--- src/rtl/asram_pkg.sv ---
// Package: shared state type and cycle-count helper for the SRAM controller.
// Assumes every time argument is a non-negative number of nanoseconds.
package asram_pkg;

    typedef enum logic [2:0] {
        ST_IDLE  = 3'd0,
        ST_WTURN = 3'd1,
        ST_WPULS = 3'd2,
        ST_WEND  = 3'd3,
        ST_RACC  = 3'd4
    } asram_state_e;

    // Whole cycles covering t_ns at period clk_ns, never fewer than one.
    function automatic int cyc_of(input int t_ns, input int clk_ns);
        int c;
        c = (t_ns + clk_ns - 1) / clk_ns;
        return (c < 1) ? 1 : c;
    endfunction

    // Larger of two integers.
    function automatic int imax(input int a, input int b);
        return (a > b) ? a : b;
    endfunction

endpackage

--- src/rtl/asram_timer.sv ---
// Interval down-counter. A start pulse loads the interval length. 'done' is
// high on the last cycle of the interval. Assumes start_val >= 1.
module asram_timer #(
    parameter int CNT_W = 4
) (
    input  logic             clk,
    input  logic             rst_n,
    input  logic             start,
    input  logic [CNT_W-1:0] start_val,
    output logic             done
);
    logic [CNT_W-1:0] cnt_q;

    // Load on start, otherwise count down to zero and stop there.
    always_ff @(posedge clk) begin
        if (!rst_n)
            cnt_q <= '0;
        else if (start)
            cnt_q <= start_val - CNT_W'(1);
        else if (cnt_q != '0)
            cnt_q <= cnt_q - CNT_W'(1);
    end

    assign done = (cnt_q == '0);
endmodule

--- src/rtl/asram_fsm.sv ---
// Strobe sequencer. It steps through idle, write turnaround, write pulse,
// write end and read access. The strobes are registered from the next state,
// so the pins change cleanly on the edge that enters a state. Assumes each
// count parameter is >= 1 and fits in CNT_W bits.
module asram_fsm
    import asram_pkg::*;
#(
    parameter int CNT_W    = 4,
    parameter int TURN_CYC = 3,
    parameter int WP_CYC   = 6,
    parameter int RD_CYC   = 7
) (
    input  logic clk,
    input  logic rst_n,
    input  logic req_valid,
    input  logic req_write,
    output logic req_ready,
    output logic accept,
    output logic capture,
    output logic cs_n,
    output logic we_n,
    output logic oe_n,
    output logic dq_oe
);
    asram_state_e     st_q, st_d;
    logic             t_start, t_done;
    logic [CNT_W-1:0] t_val;

    asram_timer #(.CNT_W(CNT_W)) u_timer (
        .clk      (clk),
        .rst_n    (rst_n),
        .start    (t_start),
        .start_val(t_val),
        .done     (t_done)
    );

    assign req_ready = (st_q == ST_IDLE);
    assign accept    = req_ready && req_valid;
    assign capture   = (st_q == ST_RACC) && t_done;

    // Next state and interval load for each step of an access.
    always_comb begin
        st_d    = st_q;
        t_start = 1'b0;
        t_val   = CNT_W'(1);
        unique case (st_q)
            ST_IDLE: if (req_valid) begin
                t_start = 1'b1;
                if (req_write) begin
                    st_d  = ST_WTURN;
                    t_val = CNT_W'(TURN_CYC);
                end else begin
                    st_d  = ST_RACC;
                    t_val = CNT_W'(RD_CYC);
                end
            end
            ST_WTURN: if (t_done) begin
                st_d    = ST_WPULS;
                t_start = 1'b1;
                t_val   = CNT_W'(WP_CYC);
            end
            ST_WPULS: if (t_done) st_d = ST_WEND;
            ST_WEND:  st_d = ST_IDLE;
            ST_RACC:  if (t_done) st_d = ST_IDLE;
            default:  st_d = ST_IDLE;
        endcase
    end

    // State register and strobes registered from the next state.
    always_ff @(posedge clk) begin
        if (!rst_n) begin
            st_q  <= ST_IDLE;
            cs_n  <= 1'b1;
            we_n  <= 1'b1;
            oe_n  <= 1'b1;
            dq_oe <= 1'b0;
        end else begin
            st_q  <= st_d;
            cs_n  <= !(st_d inside {ST_WTURN, ST_WPULS, ST_RACC});
            we_n  <= (st_d != ST_WPULS);
            oe_n  <= (st_d != ST_RACC);
            dq_oe <= (st_d inside {ST_WPULS, ST_WEND});
        end
    end
endmodule

--- src/rtl/asram_dpath.sv ---
// Address, write-byte and read-byte registers. It latches the request on
// accept and captures the bus on the last read cycle. Assumes accept and
// capture never coincide; the sequencer guarantees this.
module asram_dpath #(
    parameter int ADDR_W = 15,
    parameter int DATA_W = 8
) (
    input  logic              clk,
    input  logic              rst_n,
    input  logic              accept,
    input  logic              capture,
    input  logic [ADDR_W-1:0] req_addr,
    input  logic [DATA_W-1:0] req_wdata,
    input  logic [DATA_W-1:0] dq_in,
    output logic [ADDR_W-1:0] addr_q,
    output logic [DATA_W-1:0] wdata_q,
    output logic [DATA_W-1:0] rdata_q,
    output logic              rsp_q
);
    // Hold the request fields from accept until the next accept.
    always_ff @(posedge clk) begin
        if (!rst_n) begin
            addr_q  <= '0;
            wdata_q <= '0;
        end else if (accept) begin
            addr_q  <= req_addr;
            wdata_q <= req_wdata;
        end
    end

    // Capture the read byte and raise the one-cycle completion pulse.
    always_ff @(posedge clk) begin
        if (!rst_n) begin
            rdata_q <= '0;
            rsp_q   <= 1'b0;
        end else begin
            rsp_q <= capture;
            if (capture) rdata_q <= dq_in;
        end
    end
endmodule

--- src/rtl/asram_ctl.sv ---
// Top level: a valid/ready byte request port driving an asynchronous
// 32K x 8 SRAM with shared data pins. Every interval comes from CLK_NS and
// the slowest-grade minimum times. Assumes the external bus is resolved
// outside the block from mem_dq_out and mem_dq_oe.
module asram_ctl
    import asram_pkg::*;
#(
    parameter int ADDR_W    = 15,
    parameter int DATA_W    = 8,
    parameter int CLK_NS    = 10,
    parameter int T_RC_NS   = 70,
    parameter int T_AA_NS   = 70,
    parameter int T_ACS_NS  = 70,
    parameter int T_WP_NS   = 50,
    parameter int T_CW_NS   = 60,
    parameter int T_AW_NS   = 60,
    parameter int T_DW_NS   = 30,
    parameter int T_OHZ_NS  = 25
) (
    input  logic              clk,
    input  logic              rst_n,
    input  logic              req_valid,
    output logic              req_ready,
    input  logic              req_write,
    input  logic [ADDR_W-1:0] req_addr,
    input  logic [DATA_W-1:0] req_wdata,
    output logic              rsp_valid,
    output logic [DATA_W-1:0] rsp_rdata,
    output logic [ADDR_W-1:0] mem_addr,
    output logic              mem_cs_n,
    output logic              mem_we_n,
    output logic              mem_oe_n,
    output logic [DATA_W-1:0] mem_dq_out,
    output logic              mem_dq_oe,
    input  logic [DATA_W-1:0] mem_dq_in
);
    localparam int TURN_CYC = cyc_of(T_OHZ_NS, CLK_NS);
    localparam int WP_CYC   = imax(imax(cyc_of(T_WP_NS, CLK_NS), cyc_of(T_DW_NS, CLK_NS)),
                                   imax(cyc_of(T_CW_NS, CLK_NS), cyc_of(T_AW_NS, CLK_NS)));
    localparam int RD_CYC   = imax(cyc_of(T_RC_NS, CLK_NS),
                                   imax(cyc_of(T_AA_NS, CLK_NS), cyc_of(T_ACS_NS, CLK_NS)));
    localparam int MAX_CYC  = imax(TURN_CYC, imax(WP_CYC, RD_CYC));
    localparam int CNT_W    = $clog2(MAX_CYC + 1);

    logic accept, capture;

    asram_fsm #(
        .CNT_W(CNT_W), .TURN_CYC(TURN_CYC), .WP_CYC(WP_CYC), .RD_CYC(RD_CYC)
    ) u_fsm (
        .clk      (clk),
        .rst_n    (rst_n),
        .req_valid(req_valid),
        .req_write(req_write),
        .req_ready(req_ready),
        .accept   (accept),
        .capture  (capture),
        .cs_n     (mem_cs_n),
        .we_n     (mem_we_n),
        .oe_n     (mem_oe_n),
        .dq_oe    (mem_dq_oe)
    );

    asram_dpath #(.ADDR_W(ADDR_W), .DATA_W(DATA_W)) u_dpath (
        .clk      (clk),
        .rst_n    (rst_n),
        .accept   (accept),
        .capture  (capture),
        .req_addr (req_addr),
        .req_wdata(req_wdata),
        .dq_in    (mem_dq_in),
        .addr_q   (mem_addr),
        .wdata_q  (mem_dq_out),
        .rdata_q  (rsp_rdata),
        .rsp_q    (rsp_valid)
    );
endmodule

--- config.mk ---
export PLATFORM = sky130hd
export DESIGN_NAME = asram_ctl
export DESIGN_NICKNAME = d
export VERILOG_FILES = /design/src/rtl/asram_pkg.sv /design/src/rtl/asram_timer.sv /design/src/rtl/asram_fsm.sv /design/src/rtl/asram_dpath.sv /design/src/rtl/asram_ctl.sv
export SDC_FILE = /design/constraint.sdc
export NUM_CORES = 1
export LEC_CHECK = 0
export CORE_UTILIZATION = 41
export DETAILED_ROUTE_END_ITERATION = 6
export HOLD_SLACK_MARGIN = 0.15
export PLACE_DENSITY_LB_ADDON = 0.05
export SLEW_MARGIN = 0
export SYNTH_ARGS = -nofsm -noshare
export SYNTH_HDL_FRONTEND = slang
export SYNTH_SLANG_ARGS = --single-unit
export TNS_END_PERCENT = 100
--- constraint.sdc ---
create_clock -name clk -period 2.2 [get_ports clk]
set_clock_uncertainty 0.2 [all_clocks]
set_input_delay 0.22 -clock clk [delete_from_list [all_inputs] [get_ports clk]]
set_output_delay 0.22 -clock clk [all_outputs]
set_load 0.02 [all_outputs]
==> metrics.log, run 1 <==
INFO  metric number_of_antenna_violating_nets_in_the_routed_design = 0
INFO  metric layout_worst_path_cycle_share = 0.9401
INFO  metric flow.area_growth_from_synthesis = 51.66%
INFO  metric yosys.cell_types.count = 23
INFO  metric post_synth_instance_area = 1582 µm²
INFO  metric postSynthCellCount = 183
INFO  metric min_from = u_dpath.addr_q[11]$_SDFFE_PN0P_
INFO  metric timing.critical_path.required = 1.78 ns
INFO  metric timing.final.max_slew_violations = 0
INFO  metric finalWirelength = 3.370 mm
INFO  metric num_antenna_cells = 0
INFO  metric number_of_fillers_in_the_final_layout = 349
INFO  metric pin_count_of_the_biggest_net_entering_global_routing = 24
INFO  metric critPathMaxFanout = 10
INFO  metric timing.slew.headroom = 0.7293
INFO  metric yosys_warnings = 0
INFO  metric drt-pass1-iter-count = 4
INFO  metric top_level_ports = 72
INFO  metric grtUsageTotal = 0.1703
INFO  metric syn_nets = 219
INFO  metric placementRows = 22
INFO  metric dp.final_hpwl = 2.250 mm
INFO  metric initial_core_util = 0.4288
INFO  metric die-height = 64.11 µm
INFO  metric ctsResizeCount = 0
INFO  metric maximum_level_of_the_cts_h_tree = 2
INFO  metric maxCapViolCount = 0
INFO  metric timing.hold.worst.class = flip-flop to flip-flop
INFO  metric timing_hold_violations_final = 0
INFO  metric grt_setup_unrepaired = false
INFO  metric tritoncts = done
INFO  metric vdd_ir_max = 491.4 µV
INFO  metric power.share.sequential = 0.440
INFO  metric r2r-end = u_fsm.u_timer.cnt_q[2]$_SDFFE_PN0P_
INFO  metric die_x = 64.11 µm
INFO  metric io_buffers = 71
INFO  metric placedInstanceArea = 2322 µm²
INFO  metric power_density = 909.8 nW/µm²
INFO  metric syn-mean-instance-area = 8.642 µm²
INFO  metric post_cts_buffers = 0
INFO  metric worstSetupStartpointType = flip-flop
INFO  metric net-switching-power = 0.7157 mW
INFO  metric reg2reg_setup_slack = 0.47 ns
INFO  metric reg2reg_from = u_fsm.st_q[0]$_SDFF_PN0_
INFO  metric cp.arrival = 1.65 ns
INFO  metric synth_sequential_area_ratio = 0.5316
INFO  metric holdPathEnd = u_dpath.addr_q[11]$_SDFFE_PN0P_
INFO  metric first_pass_grt_wire_length = 5.382 mm
INFO  metric fmax = 483.5 MHz
INFO  metric vias_per_cell = 4.740
INFO  metric antenna_found_initial = 0
INFO  metric share_clk_of_total_power = 0.207
INFO  metric gp_congestion = 0.7899
INFO  metric cts-buffers-inserted = 5
INFO  metric gr-total-overflow = 0
INFO  metric drt_first_iter_violations = 116
INFO  metric core_region_area = 3689 µm²
INFO  metric clkTransAtPathRegs = 0.07 ns
INFO  metric power.share.combinational = 0.353
INFO  metric die-area = 4109 µm²
INFO  metric clk-insertion-delay-late = 0.29 ns
INFO  metric synth-seq-cells = 42
INFO  metric layout-drive-gt1-share = 0.05078
INFO  metric clock_sinks = 42
INFO  metric tightest_slew = 0.4027 ns
INFO  metric route.vias.total = 1441
INFO  metric hold_path_depth = 2
INFO  metric design_area = 2399 µm²
INFO  metric finalSetupTns = 0 ns
INFO  metric end_kind = output pin
INFO  metric internal_power = 1.466 mW
INFO  metric cts.hold.buffers_added = 0
INFO  metric depth_of_the_most_critical_reg_to_reg_path = 5
INFO  metric clock_period_minus_final_worst_setup_slack = 2.068 ns
INFO  metric finalSetupViolCount = 0
INFO  metric power_leakage = 0.9632 nW
INFO  metric num-nets-final = 292
INFO  metric drc = 0
INFO  metric switching_share = 0.3280
INFO  metric max-clock-path-buffers = 2
INFO  metric clock-root-buffer = clkbuf_8
INFO  metric wl_per_cell = 11.09 µm
INFO  metric run_status = finished clean
INFO  metric first_global_vias = 1230
INFO  metric crit_type = flip-flop to output pin
[power by group through the flow]
stage / Sequential (mW) / Combinational (mW) / Clock (mW)
after global placement: 0.972 / 0.774 / 0
after detailed placement: 0.974 / 0.777 / 0
final: 0.960 / 0.770 / 0.452
after global routing: 0.971 / 0.852 / 0.507
after floorplan: 1.05 / 0.400 / 0
after CTS: 0.958 / 0.780 / 0.473
[sequential cells by signal, summed over array words and instances (netlist names)]
signal,cells
u_dpath.wdata_q,8
u_fsm.cs_n,1
u_fsm.we_n,1
u_dpath.addr_q,15
u_fsm.dq_oe,1
u_fsm.oe_n,1
u_fsm.st_q,3
u_fsm.u_timer.cnt_q,3
u_dpath.rsp_q,1
u_dpath.rdata_q,8
[Yosys cell counts]
master / number / area (µm²)
dfxtp_1: 42 / 840.8
o21ai_0: 4 / 20.02
mux2i_1: 9 / 90.09
a211oi_1: 1 / 7.510
a311oi_1: 1 / 8.760
nand2b_1: 3 / 18.77
ha_1: 1 / 12.51
nand3_1: 3 / 15.01
nand3b_1: 1 / 7.510
xnor2_1: 1 / 8.760
buf_6: 4 / 45.04
buf_2: 3 / 15.01
nor4b_4: 1 / 23.77
a21oi_1: 27 / 135.1
nor3_2: 1 / 10.01
nor2b_1: 1 / 6.260
clkbuf_1: 4 / 15.01
nand2_1: 50 / 187.7
nor3_1: 5 / 25.02
nor2_1: 15 / 56.30
inv_1: 4 / 15.01
o211a_1: 1 / 10.01
o31ai_1: 1 / 7.510
[area by class of cell]
cell class | instances | area, µm² | share of cell area
flip-flops and latches | 42 | 840.8 | 0.3505
repair buffers | 77 | 755.7 | 0.3151
inverters | 4 | 15.01 | 0.006260
well taps | 48 | 60.06 | 0.02504
clock buffers | 7 | 76.32 | 0.03182
multi-input cells | 126 | 650.6 | 0.2713
[routing by layer]
layer | wire length [µm] | track usage | vias up
li1 | - | - | 745
met2 | 1482 | 0.2540 | 44
met3 | 243 | 0.06429 | 5
met4 | 57 | 0.08889 | 0
met1 | 1586 | 0.2127 | 647
met5 | 0 | 0 | -
[critical path, stage by stage (launching register included)]
cell,delay (ns)
dfxtp_1,0.44
nor3_1,0.28
clkdlybuf4s50_1,0.64
[logic make-up after synthesis]
group | synth area share
multiplexers | 0.05696
adder cells (fa/ha/maj) | 0.007910
AO/OA/AOI/OAI | 0.1195
AND/OR/NAND/NOR | 0.2215
buffers and inverters | 0.05695
flip-flops | 0.5316
XOR/XNOR | 0.005539
[cells in the final DEF, fill, tap and decap left out]
cell type,n
nor2b_1,1
ha_1,1
nand3_1,3
buf_4,6
mux2i_1,9
nor3_2,1
o211a_1,1
o21ai_0,4
inv_1,4
nand2_1,50
nor2_1,15
a211oi_1,1
nor3_1,5
o31ai_1,1
clkbuf_1,2
dfxtp_1,42
a311oi_1,1
nand3b_1,1
nor4b_4,1
clkdlybuf4s50_1,71
nand2b_1,3
a21oi_1,27
xnor2_1,1
clkbuf_8,5
[per-stage QoR]
stage | total power [mW] | std cells | hold WS, ns | utilization | setup slack (ns)
after floorplan | 1.446 | 183 | 0.09623 | - | 0.3153
after global placement | 1.747 | 297 | 0.2412 | 0.6296 | 0.2881
after detailed placement | 1.751 | 297 | 0.2465 | 0.6296 | 0.2233
after CTS | 2.211 | 304 | 0.2560 | 0.6503 | 0.1456
after global routing | 2.330 | 304 | 0.2708 | 0.6503 | 0.01157
final | 2.182 | 304 | 0.2529 | 0.6503 | 0.1318
[worst max path at each step]
stage | startpoint | end | slack, ns | depth (start not counted)
after floorplan | u_fsm.st_q[0]$_SDFF_PN0_ | u_dpath.addr_q[14]$_SDFFE_PN0P_ | 0.32 | 6
after global placement | req_valid | u_fsm.u_timer.cnt_q[2]$_SDFFE_PN0P_ | 0.29 | 6
after detailed placement | req_valid | u_fsm.u_timer.cnt_q[2]$_SDFFE_PN0P_ | 0.22 | 6
after CTS | u_fsm.st_q[0]$_SDFF_PN0_ | req_ready | 0.15 | 2
after global routing | u_fsm.st_q[0]$_SDFF_PN0_ | req_ready | 0.01 | 2
final | u_fsm.st_q[0]$_SDFF_PN0_ | req_ready | 0.13 | 2
Note: power is estimated with default switching activity, not from simulation.
==> inputs of run 2 (changes only) <==
Settings changed: CAP_MARGIN set to 20.
==> results of run 2 <==
Same layout as run 1: the final DEF is identical, and so are final timing and power.
==> inputs of run 3 (changes only) <==
Settings changed: CTS_BUF_LIST set to sky130_fd_sc_hd__clkbuf_4 sky130_fd_sc_hd__clkbuf_8 sky130_fd_sc_hd__clkbuf_16.
==> metrics.log, run 3 (synthesis results as in run 1) <==
INFO  metric run_status = finished clean (unchanged)
INFO  metric top_level_ports = 72 (unchanged)
INFO  metric max-clock-path-buffers = 2 (unchanged)
INFO  metric flow.area_growth_from_synthesis = 52.14% (was 51.66%)
INFO  metric critPathTopFamily = buffers and inverters (unchanged)
INFO  metric maxCapViolCount = 0 (unchanged)
INFO  metric gp_congestion = 0.7899 (unchanged)
INFO  metric clkTransAtPathRegs = 0.07 ns (about the same)
INFO  metric pin_count_of_the_biggest_net_entering_global_routing = 24 (unchanged)
INFO  metric grtUsageTotal = 0.1707 (was 0.1703)
INFO  metric num_antenna_cells = 0 (unchanged)
INFO  metric cts-buffers-inserted = 5 (unchanged)
INFO  metric first_pass_grt_wire_length = 5.388 mm (was 5.382 mm)
INFO  metric drt-pass1-iter-count = 4 (unchanged)
INFO  metric timing.hold.worst.class = flip-flop to flip-flop (unchanged)
INFO  metric die-area = 4109 µm² (unchanged)
INFO  metric largest_registers = u_dpath.addr_q (15), u_dpath.rdata_q (8), u_dpath.wdata_q (8) (unchanged)
INFO  metric drt_first_iter_violations = 99 (was 116)
INFO  metric top_register = u_dpath.addr_q (unchanged)
INFO  metric power_density = 917.3 nW/µm² (was 909.8 nW/µm²)
INFO  metric tightest_slew = 0.4034 ns (was 0.4027 ns)
INFO  metric most_frequent_cells_in_the_layout = clkdlybuf4s50_1, nand2_1, dfxtp_1 (unchanged)
INFO  metric worst-path-buf-inv = 1 (unchanged)
INFO  metric antenna_found_initial = 0 (unchanged)
INFO  metric crit_type = flip-flop to output pin (unchanged)
INFO  metric gr-total-overflow = 0 (unchanged)
INFO  metric holdWs = 0.2534 ns (was 0.2529 ns)
INFO  metric die-height = 64.11 µm (unchanged)
INFO  metric timing_hold_violations_final = 0 (unchanged)
INFO  metric die_x = 64.11 µm (unchanged)
INFO  metric post_cts_buffers = 0 (unchanged)
INFO  metric worstSetupStartpointType = flip-flop (unchanged)
INFO  metric finalSetupViolCount = 0 (unchanged)
INFO  metric io_buffers = 71 (unchanged)
INFO  metric maximum_level_of_the_cts_h_tree = 2 (unchanged)
INFO  metric finalSetupTns = 0 ns (unchanged)
INFO  metric finalWirelength = 3.375 mm (was 3.370 mm)
INFO  metric initial_core_util = 0.4288 (unchanged)
INFO  metric route.vias.total = 1442 (was 1441)
INFO  metric timing.final.max_slew_violations = 0 (unchanged)
INFO  metric fmax = 487.2 MHz (was 483.5 MHz)
INFO  metric dp.final_hpwl = 2.250 mm (unchanged)
INFO  metric placementRows = 22 (unchanged)
INFO  metric end_kind = output pin (unchanged)
INFO  metric number_of_antenna_violating_nets_in_the_routed_design = 0 (unchanged)
INFO  metric num-nets-final = 292 (unchanged)
INFO  metric critPathMaxFanout = 10 (unchanged)
INFO  metric clock_sinks = 42 (unchanged)
INFO  metric cp.arrival = 1.63 ns (was 1.65 ns)
INFO  metric vias_per_cell = 4.743 (was 4.740)
INFO  metric layout_worst_path_cycle_share = 0.9329 (was 0.9401)
INFO  metric timing.slew.headroom = 0.7288 (was 0.7293)
INFO  metric critical_path.max_stage_delay = 0.64 ns (about the same)
INFO  metric grt_setup_unrepaired = false (unchanged)
INFO  metric clock-root-buffer = clkbuf_8 (unchanged)
INFO  metric tritoncts = done (unchanged)
INFO  metric layout-drive-gt1-share = 0.05859 (was 0.05078)
INFO  metric clk-insertion-delay-late = 0.29 ns (about the same)
INFO  metric power_leakage = 0.9701 nW (was 0.9632 nW)
INFO  metric ctsResizeCount = 0 (unchanged)
INFO  metric drc = 0 (unchanged)
INFO  metric cp_cell_sequence = nor3_1 > clkdlybuf4s50_1 (unchanged)
INFO  metric wl_per_cell = 11.10 µm (was 11.09 µm)
INFO  metric core_region_area = 3689 µm² (unchanged)
INFO  metric first_global_vias = 1229 (was 1230)
INFO  metric largest_reg_flops = 15 (unchanged)
INFO  metric timing.critical_path.required = 1.78 ns (about the same)
INFO  metric cts.hold.buffers_added = 0 (unchanged)
INFO  metric timing.critical_path.slowest_stage_cell = clkdlybuf4s50_1 (unchanged)
INFO  metric vdd_ir_max = 494.5 µV (was 491.4 µV)
INFO  metric clock_period_minus_final_worst_setup_slack = 2.052 ns (was 2.068 ns)
INFO  metric final_common_cell = clkdlybuf4s50_1 (unchanged)
-- run 3: changes by cell type in the layout (fill, tap and decap cells not counted) --
cell and change:
clkbuf_4 +2, clkbuf_1 -2
-- run 3: final cells by class --
class | count | area (µm²)
clock buffer | 7 | 83.83
fill | 350 | 1282
inverter | 4 | 15.01
multi-input combinational | 126 | 650.6
sequential | 42 | 840.8
tap | 48 | 60.06
timing repair buffer | 77 | 755.7
-- run 3: routing by layer --
metal	vias to the layer above	share of wire	GRT usage
met5	-	0	0
met4	0	0.017	0.08333
met3	5	0.078	0.06250
met2	50	0.44	0.2553
met1	642	0.46	0.2160
li1	745	-	-
-- run 3: report_power, final --
part	internal [mW]	total, mW	switching (mW)
Sequential	0.874	0.958	0.0847
Combinational	0.374	0.771	0.396
Clock	0.243	0.478	0.235
Total	1.49	2.21	0.716
-- run 3: worst register-to-register path, delay by kind of cell, from the launching register on --
family | cells | cell delay [ns]
adders and majority gates | 1 | 0.21
DFF | 1 | 0.42
muxes | 1 | 0.13
and+or+nand+nor | 3 | 0.68
-- run 3: path summary, 6_finish.rpt --
check                           depth (start not counted)                                  end  slack, ns                             from
worst min register to register                          2      u_dpath.addr_q[11]$_SDFFE_PN0P_       0.25  u_dpath.addr_q[11]$_SDFFE_PN0P_
worst max register to register                          5  u_fsm.u_timer.cnt_q[2]$_SDFFE_PN0P_       0.49         u_fsm.st_q[0]$_SDFF_PN0_
worst max-delay path                                    2                            req_ready       0.15         u_fsm.st_q[0]$_SDFF_PN0_
worst min-delay path                                    2      u_dpath.addr_q[11]$_SDFFE_PN0P_       0.25  u_dpath.addr_q[11]$_SDFFE_PN0P_
-- run 3: per-stage QoR --
| stage | instance area (µm²) | std cells | worst slack, ns | util | power (mW) |
|---|---|---|---|---|---|
| floorplan | 1582 | 183 | 0.3153 | - | 1.446 |
| global placement | 2322 | 297 | 0.2881 | 0.6296 | 1.747 |
| detailed placement | 2322 | 297 | 0.2233 | 0.6296 | 1.751 |
| CTS | 2406 | 304 | 0.1451 | 0.6523 | 2.237 |
| global route | 2406 | 304 | 0.01146 | 0.6523 | 2.354 |
| finish | 2406 | 304 | 0.1475 | 0.6523 | 2.207 |
